## config.mk

```make
export PLATFORM = sky130hd
export DESIGN_NAME = irq_fanin_dual
export DESIGN_NICKNAME = d
export VERILOG_FILES = /design/src/rtl/irq_fanin_pkg.sv /design/src/rtl/irq_fanin_route.sv /design/src/rtl/irq_fanin_regs.sv /design/src/rtl/irq_fanin_out.sv /design/src/rtl/irq_fanin_dual.sv
export SDC_FILE = /design/constraint.sdc
export NUM_CORES = 1
export LEC_CHECK = 0
export BUFFER_PORTS_ARGS = -buffer_cell sky130_fd_sc_hd__clkbuf_2
export CORE_AREA = 2 2 47 53
export CTS_CLUSTER_DIAMETER = 30
export DETAILED_ROUTE_END_ITERATION = 10
export DIE_AREA = 0 0 49 55
export PLACE_DENSITY = 0.92
export SETUP_SLACK_MARGIN = 0.15
export SYNTH_ARGS = -nofsm -noshare
export SYNTH_HDL_FRONTEND = slang
export SYNTH_HIERARCHICAL = 1
export SYNTH_SLANG_ARGS = --single-unit
export TNS_END_PERCENT = 30
```

## constraint.sdc

```tcl
create_clock -name clk -period 4.4 [get_ports clk]
set_input_delay 0.66 -clock clk [delete_from_list [all_inputs] [get_ports clk]]
set_output_delay 0.66 -clock clk [all_outputs]
set_load 0.05 [all_outputs]
```

## src/rtl/irq_fanin_pkg.sv

```systemverilog
package irq_fanin_pkg;

    localparam int REG_W = 8;
    localparam int NUM_LINES = 2;

    localparam logic [7:0] ADDR_STAT_A = 8'h01;
    localparam logic [7:0] ADDR_STAT_B = 8'h02;
    localparam logic [7:0] ADDR_FORCE  = 8'h03;

    typedef enum logic [1:0] {
        SEL_NONE,
        SEL_STAT_A,
        SEL_STAT_B,
        SEL_FORCE
    } reg_sel_e;

    typedef struct packed {
        logic [REG_W-1:0] b;
        logic [REG_W-1:0] a;
    } line_pair_t;

    function automatic reg_sel_e decode_addr(input logic [7:0] addr);
        case (addr)
            ADDR_STAT_A: return SEL_STAT_A;
            ADDR_STAT_B: return SEL_STAT_B;
            ADDR_FORCE:  return SEL_FORCE;
            default:     return SEL_NONE;
        endcase
    endfunction

    function automatic logic [REG_W-1:0] slot_mask(input int n);
        logic [REG_W-1:0] m;
        for (int i = 0; i < REG_W; i++) begin
            m[i] = (i < n);
        end
        return m;
    endfunction

endpackage

```

## src/rtl/irq_fanin_route.sv

```systemverilog
module irq_fanin_route
    import irq_fanin_pkg::*;
#(
    parameter int               NUM_MODS     = 8,
    parameter logic [REG_W-1:0] PRESENT_MASK = 8'h7F,
    parameter logic [REG_W-1:0] SHARED_MASK  = 8'h40
) (
    input  logic [NUM_MODS-1:0] req_a,
    input  logic [NUM_MODS-1:0] req_b,
    input  logic [REG_W-1:0]    force_bits,
    output line_pair_t          stat
);

    logic [NUM_MODS-1:0] unused_req_b;
    assign unused_req_b = req_b & SHARED_MASK[NUM_MODS-1:0];

    for (genvar i = 0; i < REG_W; i++) begin : g_slot
        if (i >= NUM_MODS) begin : g_beyond
            assign stat.a[i] = 1'b0;
            assign stat.b[i] = 1'b0;
        end else if (!PRESENT_MASK[i]) begin : g_absent
            assign stat.a[i] = 1'b0;
            assign stat.b[i] = 1'b0;
        end else if (SHARED_MASK[i]) begin : g_single
            logic one_req;
            assign one_req   = req_a[i] | force_bits[i];
            assign stat.a[i] = one_req;
            assign stat.b[i] = one_req;
        end else begin : g_dual
            assign stat.a[i] = req_a[i] | force_bits[i];
            assign stat.b[i] = req_b[i] | force_bits[i];
        end
    end

endmodule

```

## src/rtl/irq_fanin_regs.sv

```systemverilog
module irq_fanin_regs
    import irq_fanin_pkg::*;
#(
    parameter int               NUM_MODS     = 8,
    parameter logic [REG_W-1:0] PRESENT_MASK = 8'h7F
) (
    input  logic             clk,
    input  logic             rst,
    input  logic [7:0]       reg_addr,
    input  logic [7:0]       reg_wdata,
    input  logic             reg_wr,
    input  logic             reg_rd,
    input  line_pair_t       stat,
    output logic [REG_W-1:0] force_q,
    output logic [7:0]       reg_rdata
);

    localparam logic [REG_W-1:0] KEEP_MASK = PRESENT_MASK & slot_mask(NUM_MODS);

    reg_sel_e sel;
    logic [7:0] rd_mux;

    assign sel = decode_addr(reg_addr);

    always_comb begin
        unique case (sel)
            SEL_STAT_A: rd_mux = stat.a;
            SEL_STAT_B: rd_mux = stat.b;
            SEL_FORCE:  rd_mux = force_q;
            default:    rd_mux = 8'h00;
        endcase
    end

    always_ff @(posedge clk) begin
        if (rst) begin
            force_q <= '0;
        end else if (reg_wr && sel == SEL_FORCE) begin
            force_q <= reg_wdata & KEEP_MASK;
        end
    end

    always_ff @(posedge clk) begin
        if (rst) begin
            reg_rdata <= 8'h00;
        end else if (reg_rd) begin
            reg_rdata <= rd_mux;
        end
    end

endmodule

```

## src/rtl/irq_fanin_out.sv

```systemverilog
module irq_fanin_out
    import irq_fanin_pkg::*;
(
    input  logic                            clk,
    input  logic                            rst,
    input  logic [NUM_LINES-1:0][REG_W-1:0] stat_vec,
    output logic [NUM_LINES-1:0]            irq_n
);

    for (genvar j = 0; j < NUM_LINES; j++) begin : g_line
        always_ff @(posedge clk) begin
            if (rst) begin
                irq_n[j] <= 1'b1;
            end else begin
                irq_n[j] <= ~(|stat_vec[j]);
            end
        end
    end

endmodule

```

## src/rtl/irq_fanin_dual.sv

```systemverilog
module irq_fanin_dual
    import irq_fanin_pkg::*;
#(
    parameter int               NUM_MODS     = 8,
    parameter logic [REG_W-1:0] PRESENT_MASK = 8'h7F,
    parameter logic [REG_W-1:0] SHARED_MASK  = 8'h40
) (
    input  logic                clk,
    input  logic                rst,
    input  logic [NUM_MODS-1:0] req_a,
    input  logic [NUM_MODS-1:0] req_b,
    input  logic [7:0]          reg_addr,
    input  logic [7:0]          reg_wdata,
    input  logic                reg_wr,
    input  logic                reg_rd,
    output logic [7:0]          reg_rdata,
    output logic                irq_a_n,
    output logic                irq_b_n
);

    line_pair_t stat;
    logic [REG_W-1:0] force_q;
    logic [REG_W-1:0] stat_a;
    logic [REG_W-1:0] stat_b;
    logic [NUM_LINES-1:0] irq_n;

    assign stat_a = stat.a;
    assign stat_b = stat.b;

    irq_fanin_route #(
        .NUM_MODS    (NUM_MODS),
        .PRESENT_MASK(PRESENT_MASK),
        .SHARED_MASK (SHARED_MASK)
    ) u_route (
        .req_a     (req_a),
        .req_b     (req_b),
        .force_bits(force_q),
        .stat      (stat)
    );

    irq_fanin_regs #(
        .NUM_MODS    (NUM_MODS),
        .PRESENT_MASK(PRESENT_MASK)
    ) u_regs (
        .clk      (clk),
        .rst      (rst),
        .reg_addr (reg_addr),
        .reg_wdata(reg_wdata),
        .reg_wr   (reg_wr),
        .reg_rd   (reg_rd),
        .stat     (stat),
        .force_q  (force_q),
        .reg_rdata(reg_rdata)
    );

    irq_fanin_out u_out (
        .clk     (clk),
        .rst     (rst),
        .stat_vec({stat_b, stat_a}),
        .irq_n   (irq_n)
    );

    assign irq_a_n = irq_n[0];
    assign irq_b_n = irq_n[1];

endmodule

```

==> run summary, run 1 <==
The run finished with clean final reports. The maximum number of pins on one net before global-route repair came out at 25. The pre-CTS worst setup slack was 2440 ps. The tools report the routed wire length as 2340 um. The average cell area after synthesis was 9.56 um2; the fmax was 0.604 GHz. The total number of H-tree levels was 1; the peak fanout along the critical path was 7.

The first global-routing pass estimated 3840 um of wire. The HPWL after detailed placement is 1840 um. In this run the standard cell core region covers 2180 um2.

Relative to the synthesized area, the layout overhead comes to 20.0%. The total of warnings raised by yosys came out at 6. Leaving out fill and tap cells, the most frequent cell in the layout is clkbuf_2. The power after layout is 289 uW.

The largest single stage delay on the critical path is 480 ps. After floorplanning, the core was divided into 18 placement rows. The tools report the minimum setup slack among reg-to-reg paths as 2960 ps. The top cell types in the final layout, fill and taps aside, are clkbuf_2, dfxtp_1, nand2b_1, or2_1, nand2_1. For this configuration, the core starts out at a cell density of 47.3%. Adding up every negative setup slack in the final design gives 0 ps. The run gives 0 as the total count of max-transition violations in the final report. For the number of primary I/O pins, the log shows 46.

Clock tree synthesis found a total of 17 sinks. The hold-critical path endpoint was u_regs/reg_rdata[7]$_SDFFE_PP0P_. The worst hold path passes through 2 cells. In this run the horizontal extent of the chip is 49 um. IR analysis of the VDD net gives a maximum drop of 208 uV. The number of antenna violations at the first check in global routing is 0.

The net count of the finished layout is 181. On the final layout, the worst clock skew is 2.56 ps. The number of buffers created by CTS was 3. The worst setup path is launched from an input pin. The worst register-to-register path ends at u_regs/reg_rdata[6]$_SDFFE_PP0P_. The hold path startpoint was u_regs/reg_rdata[7]$_SDFFE_PP0P_. The number of buffers on the longest clock path is 2. The root buffer cell chosen for the clock tree is clkbuf_4. The floorplan step defined a die boundary enclosing 2700 um2. For the global route total overflow, the log shows 0. The cell area reported after detailed placement was 1210 um2; the data arrival time of the critical path was 1870 ps.

The critical path's slowest cell was and3_1. In the routed design, unresolved DRC markers number 0. The run gives 0 as the number of endpoints with negative hold slack in the final report.

Dividing the detail-routed wire length by the instance count gives 13.5 um. Broken down by cell family, the worst path's largest delay share belongs to simple AND/OR/NAND/NOR gates. The smallest clock period supported by the final layout is computed as 1650 ps. The total number of vias was 942; the met3 layer wire length in the routed design was 171 um. Total power per unit cell area: 233 nW/um2.

The critical path goes through clkbuf_2 -> nor4_4 -> and3_1 -> mux2i_1. The worst setup path is of the input pin to register kind. The clock slew seen by the registers of the worst setup and hold paths was 100 ps. In this run the remaining antenna-violating nets after routing total 0. The tools report the number of global-route vias before repair as 899. The number of cells on the worst reg-to-reg path is 4. After layout, the worst setup slack is 2750 ps. The run gives 0 as the number of maximum-capacitance violations. The worst hold path belongs to the class register to register.

The count of buffering cells on the critical path with inverters included is 1. The post-route netlist has 37.5% of its cells at a drive strength greater than 1. The routed length on met1 is 921 um, and the buffers inserted during post-CTS setup optimization is 0. Routed signal wires occupy layers up through met4.

The final estimated routing congestion in global placement is 0.739, and the total leakage power is 0.000525 uW. In the routed layout, each cell is associated on average with a via count of 5.41. STA classifies the critical path endpoint as a register. Dividing the final minimum period by the clock period gives 37.6%. In this run, the number of DRC markers left after iteration 0 of detailed routing was 32. The count of instances resized after the clock tree is built is 0, and the global-route usage over all layers is 18.6%. The number of antenna diodes in the final layout is 0. Setup repair after global routing left no endpoint under its margin.

With fillers left out, the area of the finished cells amounts to 1240 um2. At the later pin of the worst-skew pair, clock insertion delay measures 280 ps. Before antenna repair, the detailed router went through 7 iterations. After technology mapping, the gate count stands at 108.

Summed over all nets, wire length on met2 after detailed routing comes to 1240 um. The post-synthesis instance area is 1030 um2. The floorplan step set the die height to 55 um.

The logs give 4610 ps for the data required time of the critical path and 0 for the final setup violation count. For the count of hold-fix buffers inserted at cts, the log shows 0. The worst register-to-register path begins at u_regs/force_q[6]$_SDFFE_PP0P_. Buffers placed on the I/O ports in this run total 41. TritonCTS built the clock tree.
## final cells by class
cell class | count | area (um2)
fill | 207 | 946
multi-input combinational | 81 | 626
sequential | 17 | 340
timing repair buffer | 41 | 205
tap | 30 | 37.5
clock buffer | 4 | 26.3
inverter | 1 | 3.75
## power breakdown
part	internal, uW	switching, uW	total (uW)
combinational	24.6	27.5	52.1
sequential	155	0.409	155
clock	35.2	46.4	81.5
## routing by layer
metal	GRT usage [%]	up-vias
li1	-	464
met1	19.8	423
met2	37.2	51
met3	3.76	4
met4	7.14	0
met5	0	-
## worst max path at each step
stage | from | to | slack (ps) | cells after the start
after floorplan | req_a[6] | u_regs/reg_rdata[6]$_SDFFE_PP0P_ | 2630 | 5
after global placement | reg_addr[5] | u_regs/force_q[5]$_SDFFE_PP0P_ | 2530 | 4
after detailed placement | reg_addr[5] | u_regs/force_q[0]$_SDFFE_PP0P_ | 2440 | 4
after CTS | reg_addr[5] | u_regs/force_q[0]$_SDFFE_PP0P_ | 2750 | 4
after global routing | reg_addr[5] | u_regs/force_q[0]$_SDFFE_PP0P_ | 2700 | 4
final | reg_addr[5] | u_regs/force_q[0]$_SDFFE_PP0P_ | 2750 | 4
## through the flow
step / hold slack [ps] / instances / utilization [%]
after floorplan: 453 / 109 / -
after global placement: 455 / 170 / 55.5
after detailed placement: 470 / 170 / 55.5
after CTS: 485 / 174 / 56.7
after global routing: 524 / 174 / 56.7
final: 478 / 174 / 56.7
## worst reg2reg max path: stages, from the launching register on
cell,delay [ps]
dfxtp_1,330
or2_1,270
mux2_2,280
a222oi_1,350
a211oi_2,80
## flip-flops by register name, summed over array words and instances, names as in the netlist
signal / count
u_regs/force_q: 7
u_regs/reg_rdata: 8
u_out/irq_n: 2
Note: power is estimated with default switching activity, not from simulation.
==> run 2, diff against run 1 <==
--- a/config.mk
+++ b/config.mk
@@ -6,11 +6,11 @@
 export NUM_CORES = 1
 export LEC_CHECK = 0
 export BUFFER_PORTS_ARGS = -buffer_cell sky130_fd_sc_hd__clkbuf_2
-export CORE_AREA = 2 2 47 53
+export CORE_AREA = 2 2 49 55
 export CTS_CLUSTER_DIAMETER = 30
 export DETAILED_ROUTE_END_ITERATION = 10
-export DIE_AREA = 0 0 49 55
-export PLACE_DENSITY = 0.92
+export DIE_AREA = 0 0 51 57
+export PLACE_DENSITY = 0.87
 export SETUP_SLACK_MARGIN = 0.15
 export SYNTH_ARGS = -nofsm -noshare
 export SYNTH_HDL_FRONTEND = slang
==> constraint.sdc (replaced) <==
create_clock -name clk -period 1.55 [get_ports clk]
set_input_delay 0.2325 -clock clk [delete_from_list [all_inputs] [get_ports clk]]
set_output_delay 0.2325 -clock clk [all_outputs]
set_load 0.05 [all_outputs]
==> run 2 against run 1 <==
Sequential power rose to 2.8 times the previous value. Routed wire length rose by 12%. Clock skew rose by 2.5 ps. Global-route usage rose by 0.29 points. Register-to-register slack got worse by 2800 ps. Die area rose by 7.9%. Critical path depth did not move. Non-clock buffer count rose by 6. Total power rose to 2.9 times the previous value. Cell count rose by 4.0%. Largest cell class unchanged.
==> run summary, run 2 (synthesis results as in run 1) <==
The flow ran to the end, and the final reports show no timing, DRC or antenna violations. The worst hold slack across all endpoints came out at 159 ps. The height of the die is 57 um, and the final worst clock skew is 5.08 ps. Timing would allow up to 0.714 GHz. The detailed router finished its first iteration with 51 violations. The end of the worst register-to-register path was u_regs/reg_rdata[6]$_SDFFE_PP0P_.

In the layout the commonest cells are clkbuf_2, dfxtp_1, nand2b_1, or2_1, nand2_1. The run gives 2620 um as the routed wire length. The worst setup path is launched from a register. At the end of the flow, the number of nets in the layout was 187.

The peak fanout along the critical path was 4; the pre-CTS worst setup slack was 140 ps. For this design, the CTS-stage hold fixing added 0 buffers. Setup violations remaining at the end of the flow were counted as 0. The number of buffers on the longest clock path came out at 2. The total count of max-transition violations in the final report is 0. Most frequent standard cell in the layout excluding fill and tap cells: clkbuf_2. The run gives 2910 um2 as the area of the die.

The number of endpoints with negative hold slack in the final report was 0; the non-filler instance count after layout was 181. Post-route clock period utilization: 90.4%. Clock-pin slew was measured on the worst setup and hold paths at 110 ps.

Setup repair after global routing could not meet its margin everywhere. The count of nets left with antenna violations once routing finished came out at 0. In the routed design, unresolved DRC markers number 0. The tree is rooted in a clkbuf_4. The largest registers in the layout are u_regs/reg_rdata (8), u_regs/force_q (7), u_out/irq_n (2). The launching point of the worst reg2reg path was u_regs/force_q[6]$_SDFFE_PP0P_. The startpoint identified for the worst hold timing path is reg_wdata[0]. The number of antenna violations at the first check in global routing is 0. The run gives 1 as the total number of H-tree levels.

Counting I/O delays and the setup requirement, the final critical path takes 1400 ps. For the data required time of the critical path, the log shows 1720 ps. The tools report the hold-critical path endpoint as u_regs/force_q[0]$_SDFFE_PP0P_.

Summed over all cells, the static leakage comes to 0.000570 uW. The tightest min-delay check is of the input pin to register type. CTS saw 17 sinks.

The floorplan has 19 rows. The die outline width was 51 um; the clock network latency to the later pin of the worst-skew pair was 290 ps. Pin placement for this block handled 46 I/O pins.

The starting density of the core is 43.0%. STA classifies the critical path endpoint as a register. Sequential cell area: 344 um2. At the end of routability-driven placement, the weighted congestion stood at 0.833. The tools report the final cell utilization of the core as 54.4%.

In the routed layout, each cell is associated on average with a via count of 5.50. At the worst endpoint, the arrival time is 1570 ps. For the highest ir drop seen on vdd, the log shows 356 uV. In this run the standard cell core region covers 2400 um2. The area growth from synthesis to layout is 26.4%. More flip-flops sit in one register than any other, and that register is u_regs/reg_rdata.

The tools report the number of filler instances in the final layout as 218. The logs give 0 for the number of diodes and 25 for the maximum number of pins on one net before global-route repair. Number of global-route vias before repair: 980. The count of buffers added on input and output ports is 41. The register with the most flip-flops in the layout has 8 of them. Number of maximum-capacitance violations: 0. The global route total overflow was 0; the setup TNS was 0 ps. Setup slack on the critical path of the routed design comes to 149 ps. The tools report the minimum setup slack among reg-to-reg paths as 150 ps. The first global-routing pass estimated 4220 um of wire. TritonCTS built the clock tree. The depth of the most critical reg-to-reg path is 4, and the routed wirelength normalized by instance count is 14.5 um. The multi-input gate area in the final layout is 641 um2, and the cell count after placement is 174. Across every metal layer, demand over resource in global routing totals 18.9%. The worst setup path is of the register to register kind. The routed layout has 995 vias. The total power per unit cell area is 650 nW/um2, and the number of cells on the worst hold path is 3. Before antenna repair, the detailed router went through 4 iterations. Clock tree synthesis inserted a total of 3 buffers. The post-route netlist has 44.7% of its cells at a drive strength greater than 1. The run gives 1910 um as the half-perimeter wire length after detailed placement.
## run 2: cell types whose count changed in the layout (fill, tap and decap cells not counted)
| cell | change |
|---|---|
| buf_4 | +6 |
| dfxtp_1 | -3 |
| dfxtp_2 | +3 |
| or2_1 | -3 |
| or2_4 | +3 |
| mux2_2 | -2 |
| mux2_4 | +2 |
| clkbuf_1 | -1 |
| clkinv_2 | +1 |
## run 2: power by group
group	switching, uW	internal (uW)	total, uW
Clock	146	96.1	243
Sequential	0.998	440	441
Combinational	84.5	80.7	165
Total	232	616	848
## run 2: stage by stage
step           cell area (um2)  power (uW)
2_1_floorplan             1040         549
3_3_place_gp              1240         597
3_5_place_dp              1240         603
4_1_cts                   1270         845
5_1_grt                   1310         878
6_report                  1310         848
## run 2: worst max path at each step
| stage | startpoint | to | slack, ps | depth (start not counted) |
|---|---|---|---|---|
| floorplan | u_regs/force_q[6]$_SDFFE_PP0P_ | u_regs/reg_rdata[6]$_SDFFE_PP0P_ | 150 | 5 |
| global placement | u_regs/force_q[6]$_SDFFE_PP0P_ | u_regs/reg_rdata[6]$_SDFFE_PP0P_ | 160 | 4 |
| detailed placement | reg_addr[0] | u_regs/reg_rdata[6]$_SDFFE_PP0P_ | 140 | 4 |
| CTS | u_regs/force_q[6]$_SDFFE_PP0P_ | u_regs/reg_rdata[6]$_SDFFE_PP0P_ | 160 | 4 |
| global route | u_regs/force_q[4]$_SDFFE_PP0P_ | u_regs/reg_rdata[4]$_SDFFE_PP0P_ | 100 | 4 |
| finish | u_regs/force_q[6]$_SDFFE_PP0P_ | u_regs/reg_rdata[6]$_SDFFE_PP0P_ | 150 | 4 |
## run 2: worst max-delay path: stages, from the launching register on
cell      delay, ps
dfxtp_2         340
or2_4           260
mux2_2          270
a222oi_1        350
a211oi_2         60
## run 2: cell type report
class | count | share of cell area (%)
repair buffers | 47 | 19.2
well taps | 31 | 2.97
clock buffers | 3 | 1.73
clock inverters | 1 | 0.384
multi-input cells | 81 | 49.1
inverters | 1 | 0.288
flip-flops and latches | 17 | 26.4
## run 2: layer usage
| metal | GRT usage [%] | vias up | part of all wire [%] |
|---|---|---|---|
| met1 | 18.8 | 454 | 36 |
| li1 | - | 483 | - |
| met3 | 3.66 | 10 | 6.0 |
| met2 | 35.8 | 48 | 55 |
| met4 | 10.4 | 0 | 2.8 |
| met5 | 0 | - | 0 |
## run 2: what timing repair did
item / in CTS / in global routing
setup endpoints to repair: 1 / 3
setup buffers: 0 / 3
pin swaps: 2 / 6
gates resized for setup: 2 / 6
gates cloned: 0 / 0
